===== config.mk =====
export PLATFORM = sky130hd
export DESIGN_NAME = sync_timing_gen
export DESIGN_NICKNAME = d
export VERILOG_FILES = /design/src/rtl/sync_timing_pkg.sv /design/src/rtl/sync_timing_regs.sv /design/src/rtl/sync_timing_counter.sv /design/src/rtl/sync_timing_pulse.sv /design/src/rtl/sync_timing_data_dly.sv /design/src/rtl/sync_timing_gen.sv
export SDC_FILE = /design/constraint.sdc
export NUM_CORES = 1
export LEC_CHECK = 0
export ABC_AREA = 1
export BUFFER_PORTS_ARGS = -buffer_cell sky130_fd_sc_hd__clkbuf_2
export CELL_PAD_IN_SITES_DETAIL_PLACEMENT = 1
export CELL_PAD_IN_SITES_GLOBAL_PLACEMENT = 2
export CORE_UTILIZATION = 35
export DETAILED_ROUTE_END_ITERATION = 8
export PLACE_DENSITY_LB_ADDON = 0.08
export SYNTH_ARGS = -nofsm -noshare
export SYNTH_HDL_FRONTEND = slang
export SYNTH_HIERARCHICAL = 1
export SYNTH_SLANG_ARGS = --single-unit

===== constraint.sdc =====
create_clock -name clk -period 4.8 [get_ports clk]
set_input_delay 0.24 -clock clk [delete_from_list [all_inputs] [get_ports clk]]
set_output_delay 0.24 -clock clk [all_outputs]
set_load 0.02 [all_outputs]

===== src/rtl/sync_timing_pkg.sv =====
package sync_timing_pkg;

    typedef enum logic {
        MODE_FIELD = 1'b0,
        MODE_VSYNC = 1'b1
    } tmode_e;

    // Field layout is fixed: [7:6] data shift, [5:4] vsync width / field offset,
    // [3:2] hsync-to-frame-edge delay, [1:0] hsync width
    typedef struct packed {
        logic [1:0] dsel;
        logic [1:0] vsel;
        logic [1:0] dly;
        logic [1:0] hsel;
    } treg_t;

    function automatic logic [7:0] width_of(input logic [1:0] code);
        case (code)
            2'd0:    width_of = 8'd1;
            2'd1:    width_of = 8'd4;
            2'd2:    width_of = 8'd16;
            default: width_of = 8'd128;
        endcase
    endfunction

    function automatic logic [4:0] delay_of(input logic [1:0] code);
        case (code)
            2'd0:    delay_of = 5'd0;
            2'd1:    delay_of = 5'd4;
            2'd2:    delay_of = 5'd8;
            default: delay_of = 5'd16;
        endcase
    endfunction

endpackage


===== src/rtl/sync_timing_regs.sv =====
module sync_timing_regs
    import sync_timing_pkg::*;
#(
    parameter int ADDR_W   = 8,
    parameter int REG_ADDR = 8
) (
    input  logic              clk,
    input  logic              rst_n,
    input  logic [ADDR_W-1:0] reg_addr_i,
    input  logic              reg_we_i,
    input  logic              reg_re_i,
    input  logic [7:0]        reg_wdata_i,
    output logic [7:0]        reg_rdata_o,
    input  logic              tmode_i,
    input  logic              load_i,
    output treg_t             act_cfg_o,
    output tmode_e            act_mode_o
);

    typedef struct packed {
        treg_t      host;
        treg_t      act;
        tmode_e     mode;
        logic [7:0] rdata;
    } st_t;

    st_t st_d, st_q;
    logic hit;

    always_comb begin
        st_d = st_q;
        hit  = (reg_addr_i == ADDR_W'(REG_ADDR));
        if (reg_we_i && hit) begin
            st_d.host = treg_t'(reg_wdata_i);
        end
        st_d.rdata = (reg_re_i && hit) ? 8'(st_q.host) : 8'd0;
        if (load_i) begin
            st_d.act  = st_q.host;
            st_d.mode = tmode_e'(tmode_i);
        end
    end

    always_ff @(posedge clk) begin
        if (!rst_n) begin
            st_q <= '{host: '0, act: '0, mode: MODE_FIELD, rdata: '0};
        end else begin
            st_q <= st_d;
        end
    end

    assign reg_rdata_o = st_q.rdata;
    assign act_cfg_o   = st_q.act;
    assign act_mode_o  = st_q.mode;

endmodule


===== src/rtl/sync_timing_counter.sv =====
module sync_timing_counter #(
    parameter int PIX    = 1728,
    parameter int LINES  = 625,
    parameter int PIX_W  = $clog2(PIX),
    parameter int LINE_W = $clog2(LINES + 1)
) (
    input  logic              clk,
    input  logic              rst_n,
    output logic [PIX_W-1:0]  pix_o,
    output logic [LINE_W-1:0] line_o,
    output logic              last_pix_o
);

    typedef struct packed {
        logic [PIX_W-1:0]  pix;
        logic [LINE_W-1:0] line;
    } cnt_t;

    cnt_t cnt_d, cnt_q;
    logic last;

    always_comb begin
        cnt_d = cnt_q;
        last  = (cnt_q.pix == PIX_W'(PIX - 1));
        if (last) begin
            cnt_d.pix  = '0;
            cnt_d.line = (cnt_q.line == LINE_W'(LINES)) ? LINE_W'(1) : cnt_q.line + LINE_W'(1);
        end else begin
            cnt_d.pix = cnt_q.pix + PIX_W'(1);
        end
    end

    always_ff @(posedge clk) begin
        if (!rst_n) begin
            cnt_q <= '{pix: '0, line: LINE_W'(1)};
        end else begin
            cnt_q <= cnt_d;
        end
    end

    assign pix_o      = cnt_q.pix;
    assign line_o     = cnt_q.line;
    assign last_pix_o = last;

endmodule


===== src/rtl/sync_timing_pulse.sv =====
module sync_timing_pulse
    import sync_timing_pkg::*;
#(
    parameter int PIX_W       = 11,
    parameter int LINE_W      = 10,
    parameter int FIELD2_LINE = 313,
    parameter int BASE_OFS    = 0,
    parameter int HALF_OFS    = 864
) (
    input  logic              clk,
    input  logic              rst_n,
    input  logic [PIX_W-1:0]  pix_i,
    input  logic [LINE_W-1:0] line_i,
    input  logic [1:0]        hsel_i,
    input  logic [1:0]        dly_i,
    input  logic [1:0]        vsel_i,
    input  tmode_e            mode_i,
    output logic              hsync_n_o,
    output logic              fv_o
);

    typedef struct packed {
        logic hs_n;
        logic fv;
    } pulse_t;

    pulse_t pl_d, pl_q;
    logic [31:0] p, hsw, vsw, dly, rise;
    logic        on_first, on_second;

    always_comb begin
        pl_d      = pl_q;
        p         = 32'(pix_i);
        hsw       = 32'(width_of(hsel_i));
        vsw       = 32'(width_of(vsel_i));
        dly       = 32'(delay_of(dly_i));
        rise      = 32'(BASE_OFS) + dly + (vsel_i[0] ? 32'(HALF_OFS) : 32'd0);
        on_first  = (32'(line_i) == 32'd1);
        on_second = (32'(line_i) == 32'(FIELD2_LINE));

        pl_d.hs_n = !(p < hsw);

        if (mode_i == MODE_VSYNC) begin
            pl_d.fv = !(on_first && (p >= dly) && (p < dly + vsw));
        end else begin
            if (on_first && (p == rise)) begin
                pl_d.fv = 1'b1;
            end
            if (on_second && (p == dly)) begin
                pl_d.fv = 1'b0;
            end
        end
    end

    always_ff @(posedge clk) begin
        if (!rst_n) begin
            pl_q <= '{hs_n: 1'b1, fv: 1'b0};
        end else begin
            pl_q <= pl_d;
        end
    end

    assign hsync_n_o = pl_q.hs_n;
    assign fv_o      = pl_q.fv;

endmodule


===== src/rtl/sync_timing_data_dly.sv =====
module sync_timing_data_dly #(
    parameter int DATA_W = 10,
    parameter int DEPTH  = 3,
    parameter int SEL_W  = $clog2(DEPTH + 1)
) (
    input  logic              clk,
    input  logic              rst_n,
    input  logic [SEL_W-1:0]  sel_i,
    input  logic [DATA_W-1:0] din_i,
    output logic [DATA_W-1:0] dout_o
);

    typedef struct packed {
        logic [DEPTH-1:0][DATA_W-1:0] stg;
        logic [DATA_W-1:0]            dout;
    } dly_t;

    dly_t dl_d, dl_q;

    always_comb begin
        dl_d        = dl_q;
        dl_d.stg[0] = din_i;
        for (int i = 1; i < DEPTH; i++) begin
            dl_d.stg[i] = dl_q.stg[i-1];
        end
        if (sel_i == '0) begin
            dl_d.dout = din_i;
        end else begin
            dl_d.dout = dl_q.stg[sel_i - SEL_W'(1)];
        end
    end

    always_ff @(posedge clk) begin
        if (!rst_n) begin
            dl_q <= '0;
        end else begin
            dl_q <= dl_d;
        end
    end

    assign dout_o = dl_q.dout;

endmodule


===== src/rtl/sync_timing_gen.sv =====
module sync_timing_gen
    import sync_timing_pkg::*;
#(
    parameter int PIX         = 1728,
    parameter int LINES       = 625,
    parameter int FIELD2_LINE = 313,
    parameter int BASE_OFS    = 0,
    parameter int HALF_OFS    = 864,
    parameter int DATA_W      = 10,
    parameter int ADDR_W      = 8,
    parameter int REG_ADDR    = 8
) (
    input  logic              clk,
    input  logic              rst_n,
    input  logic              tmode_i,
    input  logic [ADDR_W-1:0] reg_addr_i,
    input  logic              reg_we_i,
    input  logic              reg_re_i,
    input  logic [7:0]        reg_wdata_i,
    output logic [7:0]        reg_rdata_o,
    input  logic [DATA_W-1:0] pix_data_i,
    output logic [DATA_W-1:0] pix_data_o,
    output logic              hsync_n_o,
    output logic              fv_o
);

    localparam int PIX_W  = $clog2(PIX);
    localparam int LINE_W = $clog2(LINES + 1);

    logic [PIX_W-1:0]  pix_cnt;
    logic [LINE_W-1:0] line_cnt;
    logic              last_pix;
    treg_t             act_cfg;
    tmode_e            act_mode;

    sync_timing_counter #(
        .PIX(PIX), .LINES(LINES), .PIX_W(PIX_W), .LINE_W(LINE_W)
    ) u_counter (
        .clk(clk), .rst_n(rst_n),
        .pix_o(pix_cnt), .line_o(line_cnt), .last_pix_o(last_pix)
    );

    sync_timing_regs #(
        .ADDR_W(ADDR_W), .REG_ADDR(REG_ADDR)
    ) u_regs (
        .clk(clk), .rst_n(rst_n),
        .reg_addr_i(reg_addr_i), .reg_we_i(reg_we_i), .reg_re_i(reg_re_i),
        .reg_wdata_i(reg_wdata_i), .reg_rdata_o(reg_rdata_o),
        .tmode_i(tmode_i), .load_i(last_pix),
        .act_cfg_o(act_cfg), .act_mode_o(act_mode)
    );

    sync_timing_pulse #(
        .PIX_W(PIX_W), .LINE_W(LINE_W), .FIELD2_LINE(FIELD2_LINE),
        .BASE_OFS(BASE_OFS), .HALF_OFS(HALF_OFS)
    ) u_pulse (
        .clk(clk), .rst_n(rst_n),
        .pix_i(pix_cnt), .line_i(line_cnt),
        .hsel_i(act_cfg.hsel), .dly_i(act_cfg.dly), .vsel_i(act_cfg.vsel),
        .mode_i(act_mode),
        .hsync_n_o(hsync_n_o), .fv_o(fv_o)
    );

    sync_timing_data_dly #(
        .DATA_W(DATA_W), .DEPTH(3), .SEL_W(2)
    ) u_data (
        .clk(clk), .rst_n(rst_n),
        .sel_i(act_cfg.dsel), .din_i(pix_data_i), .dout_o(pix_data_o)
    );

endmodule


== After elaboration in Yosys (flattened, before gate mapping) ==
Cells that the tools add are included.
Storage, ports and cells
  flip-flop bits (word level): 88
  bits in latches: 0
  RAM bits: 0
  ROM bits: 0
  input bits: 31
  output and inout bits: 20
  memories: 0
Operators by class
  add/subtract/negate cells: 5
  $mul: 0
  divide/modulo/power cells: 0
  $lt $le $gt $ge: 4
  equality and inequality tests: 13
  shift-type cells: 0
  multiplexer cells: 11
  bitwise gates (word level): 1
  reduce and logical (&&, ||, !) cells: 15
Operators with widths (count)
  one-hot mux 8 bit (3 select lines): 2
  two-way mux 10 bit: 4
  adder 5 x 32 -> 32 bit: 1
  == test 11 x 32 -> 1 bit: 1
  less-than comparator 11 x 32 -> 1 bit: 1
  binary-select mux 10 bit (select 2 bit): 1
  one-hot mux 5 bit (3 select lines): 1
  adder 11 x 1 -> 11 bit, second input constant: 1
  == test 11 bit, second input constant: 1
  == test 11 x 5 -> 1 bit: 1
  >= comparator 11 x 5 -> 1 bit: 1
  less-than comparator 11 x 8 -> 1 bit: 1
  adder 10 x 1 -> 10 bit, second input constant: 1
  == test 10 x 1 -> 1 bit, second input constant: 1
  == test 10 bit, second input constant: 1
  == test 10 x 9 -> 1 bit, second input constant: 1
  adder 5 x 8 -> 9 bit: 1
  == test 8 x 4 -> 1 bit, second input constant: 1
  logical NOT 2 bit: 4
  == test 2 x 1 -> 1 bit, second input constant: 3
  == test 2 bit, second input constant: 3
  logical AND 1 bit: 6
  less-than comparator 2 x 3 -> 1 bit, second input constant: 1
  two-way mux 1 bit: 3
  6 further kinds: 7

== Logic depth before layout (Yosys ltp) ==
  depth in word-level cells: 8
  mapped depth: 15

== Modules after synthesis ==
Netlist, hierarchy kept.
Modules (own cells, without submodules)
  sync_timing_data_dly: instances 1, cells each 224, area an instance 1594.0 µm², sequential area each 800.8 µm²
  sync_timing_counter: instances 1, cells each 173, area an instance 1184.9 µm², sequential area each 420.4 µm²
  sync_timing_regs: instances 1, cells each 132, area an instance 1031.0 µm², sequential area each 500.5 µm²
  sync_timing_pulse: instances 1, cells each 119, area an instance 673.1 µm², sequential area each 40.0 µm²

== Worst setup path after synthesis ==
Ideal clock, no wire load.
  path kind: flip-flop to flip-flop
  from: register u_regs.st_q, in the netlist u_regs/act_cfg_o[2]
  to: register u_pulse.pl_q, in the netlist u_pulse/fv_o
  arrival: 1.736 ns
  required time: 4.685 ns
  setup slack: 2.949 ns
  stages on the path, launching flop included: 16
  buffers on the path: 1
  cells stage by stage: dfxtp_1 > buf_4 > inv_1 > nor2_1 > ha_1 > ha_1 > xnor2_1 > ha_1 > nand2_1 > nand2_1 > nand2_1 > nand2_1 > nand2_1 > nand3_1 > o21ai_1 > nor2_1
Between the ends
  longest elaborated chain between the ends: 7
  elaborated cells on any way between the ends: 18
  those cells by class: 2 x add/sub; 2 x order compare; 4 x eq/ne; 3 x mux; 7 x reduce/logical
RTL lines
  from (decl): line sync_timing_regs.sv:27  | st_t st_d, st_q;
  from (signal assigned): line sync_timing_regs.sv:45  | st_q <= '{host: '0, act: '0, mode: MODE_FIELD, rdata: '0};
  from (signal assigned): line sync_timing_regs.sv:47  | st_q <= st_d;
  == test 2 bit (tied with other cells): line sync_timing_pkg.sv:27  | case (code)
  one-hot mux 5 bit (3 select lines) *: line sync_timing_pkg.sv:27
  adder 5 x 8 -> 9 bit / >= comparator 11 x 5 -> 1 bit (equally long branches): line sync_timing_pulse.sv:44  | pl_d.fv = !(on_first && (p >= dly) && (p < dly + vsw));
  less-than comparator 11 x 32 -> 1 bit / logical AND 1 bit (equally long branches): line sync_timing_pulse.sv:44
  logical AND 1 bit: line sync_timing_pulse.sv:44
  logical NOT 1 bit: line sync_timing_pulse.sv:44
  two-way mux 1 bit: line sync_timing_pulse.sv:43  | if (mode_i == MODE_VSYNC) begin
  to (signal assigned): line sync_timing_pulse.sv:57  | pl_q <= '{hs_n: 1'b1, fv: 1'b0};
  to (signal assigned): line sync_timing_pulse.sv:59  | pl_q <= pl_d;
  to (decl): line sync_timing_pulse.sv:27  | pulse_t pl_d, pl_q;
Mark *: on every way between the ends. The rest lies on a longest branch, timed or not.
A chain may end at the register's enable or synchronous reset.

== Final worst setup path ==
  from: register u_regs.st_q, in the netlist u_regs/act_cfg_o[6]
  to: register u_data.dl_q, in the netlist u_data/dout_o[0]
Between the ends
  longest elaborated chain between the ends: 4
  elaborated cells on any way between the ends: 5
  those cells by class: 1 x add/sub; 3 x mux; 1 x reduce/logical
RTL lines
  subtractor 2 x 1 -> 2 bit: line sync_timing_data_dly.sv:29  | dl_d.dout = dl_q.stg[sel_i - SEL_W'(1)];
  binary-select mux 10 bit (select 2 bit): line sync_timing_data_dly.sv:29
  two-way mux 10 bit (implied by the code): line sync_timing_data_dly.sv:29
  two-way mux 10 bit *: line sync_timing_data_dly.sv:26  | if (sel_i == '0) begin
  to (signal assigned): line sync_timing_data_dly.sv:37  | dl_q <= dl_d;
  to (decl): line sync_timing_data_dly.sv:18  | dly_t dl_d, dl_q;
Mark *: on every way between the ends. The rest lies on a longest branch, timed or not. The select of a mux whose other input is x is not followed.

==> out/results.txt <==
Area of the multi-input gates - 0.001973 mm2
Area Overhead vs Synth - 11.08%
Initial Util - 0.3656
Top cell type's share of synthesized area - 0.3930
Layout cells sized above 1 - 0.1475
Mapped Area - 0.004483 mm2
Vias per inst - 4.577
Clock transition at path regs - 0.07 ns
P_int - 1254 uW
FF+latch count, synth - 88
Critical path capture point type - flip-flop
Max frequency - 0.4357 GHz
Initial DRC Count - 113
Register Area - 0.001762 mm2
Layout Nets - 715
First-pass GRT wire length - 18520 um
Worst-Margin Slew - 0.8421 ns
Final WL - 10840 um
# fillers - 1595
IO buf count - 50
DIE WIDTH - 115.2 um
Status - complete, no violations
Hold slack - 0.08871 ns
EDFF count, synth - 0
Die height - 115.2 um
Crit path largest cell delay - 0.81 ns
Hold WC Path Type - input port to flip-flop
Cell Chain, Critical Path - inv_2 -> ha_1 -> nor2_1 -> nor2_1 -> a21oi_1
Switching share of power - 0.2281
Largest net degree at the start of global routing - 37
Clock share of power - 0.478
Cells after synthesis - 648
Slew Limit Headroom - 0.4386
Final Slew Violations - 0
Pre-CTS setup slack - 2.509 ns
Synth area leader - dfxtp_1
PostCTS Resize Cnt - 0
Drt drc - 0
Number of top-level pins - 51
Unique masters post-synth - 32
CTS tree - built
RSZ-0062 raised after global routing - false
DP HPWL - 7879 um
Hold-fix buffers at CTS - 0
Max cap viols - 0
Post-CTS setup buffer count - 0
Area post-placement - 0.004649 mm2
H-tree Lvls - 3
Number of placement rows - 40
DRT antenna net count - 0
Worst Setup Start Kind - flip-flop
Initial antenna violation count - 0
Post-Syn Area per Cell - 6.918 um2
Top post-synthesis cells by area - dfxtp_1, nand2_1, inv_1
WP data arrival - 2.52 ns
Final Cycle Share - 0.4782
Required @ worst endpoint - 5.03 ns
Ys Warns - 6
WL/cell - 12.91 um
Comb power frac - 0.054
Final min period - 2.295 ns
Clk root buf - clkbuf_16
Final Worst Setup Slack - 2.505 ns
Slowest stage cell, crit path - dfxtp_1
Final-report setup violation count - 0
GRT Resource Usage Total - 0.1812
Vias in the first global route - 3831
Mapped Nets - 697
Clk_lat worst skew - 0.34 ns
Ys async rst share - 0
Final hold vios - 0
Cell area after layout - 0.004980 mm2
Setup TNS - 0 ns
PD cells - 326.3 mW/mm2
Grt total ovfl - 0
Leakage - 0.002508 uW
Worst-path fanout max - 22
Total clock sinks - 88
Register area share after synthesis - 0.3930
Peak supply drop - 0.1861 mV
Critical path class - flip-flop to flip-flop
DR vias - 3840
Drt first pass iters - 4
Most frequent CP cell - nor2_1
GPL Wtd Cong - 0.7717
Net switching power - 370.7 uW
Reg power frac - 0.468
Cts bufs inserted - 9
Max Buffers Root-to-Sink - 2
Post-synth top flop - dfxtp_1
Die Area - 0.01327 mm2
Setup Skew - 0.004635 ns
Core area - 0.01226 mm2
Antenna Cells - 0
==> through the flow <==
stage	total power, uW	utilization	cells
after floorplan	837.5	-	648
after global placement	865.4	0.3792	823
final	1625	0.4061	839
after global routing	1697	0.4061	839
after detailed placement	867.5	0.3792	823
after CTS	1660	0.4061	839
==> power by group through the flow <==
stage                     clock, uW  combinational [uW]  sequential, uW
after floorplan                   0                61.4             776
after global placement            0                88.2             777
after detailed placement          0                90.0             778
after CTS                       809                90.5             761
after global routing            832                 103             763
final                           776                88.3             761
==> flip-flops by register name, indices dropped and copies added (netlist names) <==
name / cells
u_pulse/hsync_n_o: 1
u_counter/line_o: 10
u_regs/st_q: 8
u_pulse/fv_o: 1
u_regs/act_cfg_o: 8
u_counter/pix_o: 11
u_data/dl_d: 20
u_data/dl_q: 10
u_regs/act_mode_o: 1
u_regs/reg_rdata_o: 8
u_data/dout_o: 10
==> worst max-delay path: cells and delay by family (launching register included) <==
kind	cells	cell delay, ns
compound gates	1	0.08
fa+ha+maj	1	0.78
buf+inv	1	0.26
flops	1	0.81
simple gates	2	0.24
==> cell usage in the layout (no fill, tap or decap), types with 3 or more instances in the layout <==
cell type / instances
nor2_4: 4
clkinvlp_4: 3
nand3_1: 46
nor2_1: 84
a21oi_1: 38
clkbuf_16: 9
inv_1: 108
o21ai_1: 4
inv_2: 11
dfxtp_1: 88
ha_1: 18
clkbuf_2: 50
nand4_1: 4
nor2_2: 6
nand2_1: 152
o21ai_0: 21
==> Yosys cell counts, types with 2 or more instances <==
master,number
nand2_1,152
inv_1,108
dfxtp_1,88
nor2_1,84
nand3_1,46
a21oi_1,38
buf_4,27
o21ai_0,21
ha_1,18
inv_2,11
buf_2,9
nor2_2,6
nand4_1,4
nor2_4,4
o21ai_1,4
buf_6,3
clkbuf_1,3
nand2_2,2
nand3_4,2
nor2_8,2
nor3_1,2
nor3b_2,2
xnor2_1,2
xor2_1,2
==> final timing paths <==
kind / cells after the start / slack (ns) / to / start
max: 5 / 2.50 / u_data/dout_o[0] / u_regs/act_cfg_o[6]
min: 3 / 0.09 / u_data/dl_d[28] / pix_data_i[8]
max reg2reg: 5 / 2.50 / u_data/dout_o[0] / u_regs/act_cfg_o[6]
min reg2reg: 2 / 0.43 / u_data/dl_q[30] / u_data/dl_d[30]
==> logic make-up after synthesis <==
group                      count (synthesis)  synth area share
buffers and inverters                    163            0.1669
AOI/OAI and AO/OA                         64           0.07173
and+or+nand+nor                          311            0.3104
xor gates and xnor gates                   4          0.007816
DFF                                       88            0.3930
adders and majority gates                 18           0.05024
==> cell type report <==
class / count / share of cell area
well taps: 168 / 0.04221
multi-input cells: 397 / 0.3962
repair buffers: 51 / 0.05176
inverters: 119 / 0.08970
clock buffers: 10 / 0.04799
flip-flops and latches: 88 / 0.3538
clock inverters: 6 / 0.01834
==> routing by layer <==
metal	global-route usage	vias to the layer above	routed length, um
li1	-	1984	-
met1	0.2306	1805	5212
met5	0	-	0
met3	0.04850	7	386
met2	0.3044	44	5127
met4	0.04416	0	107
Power figures use the tool's default switching activity.
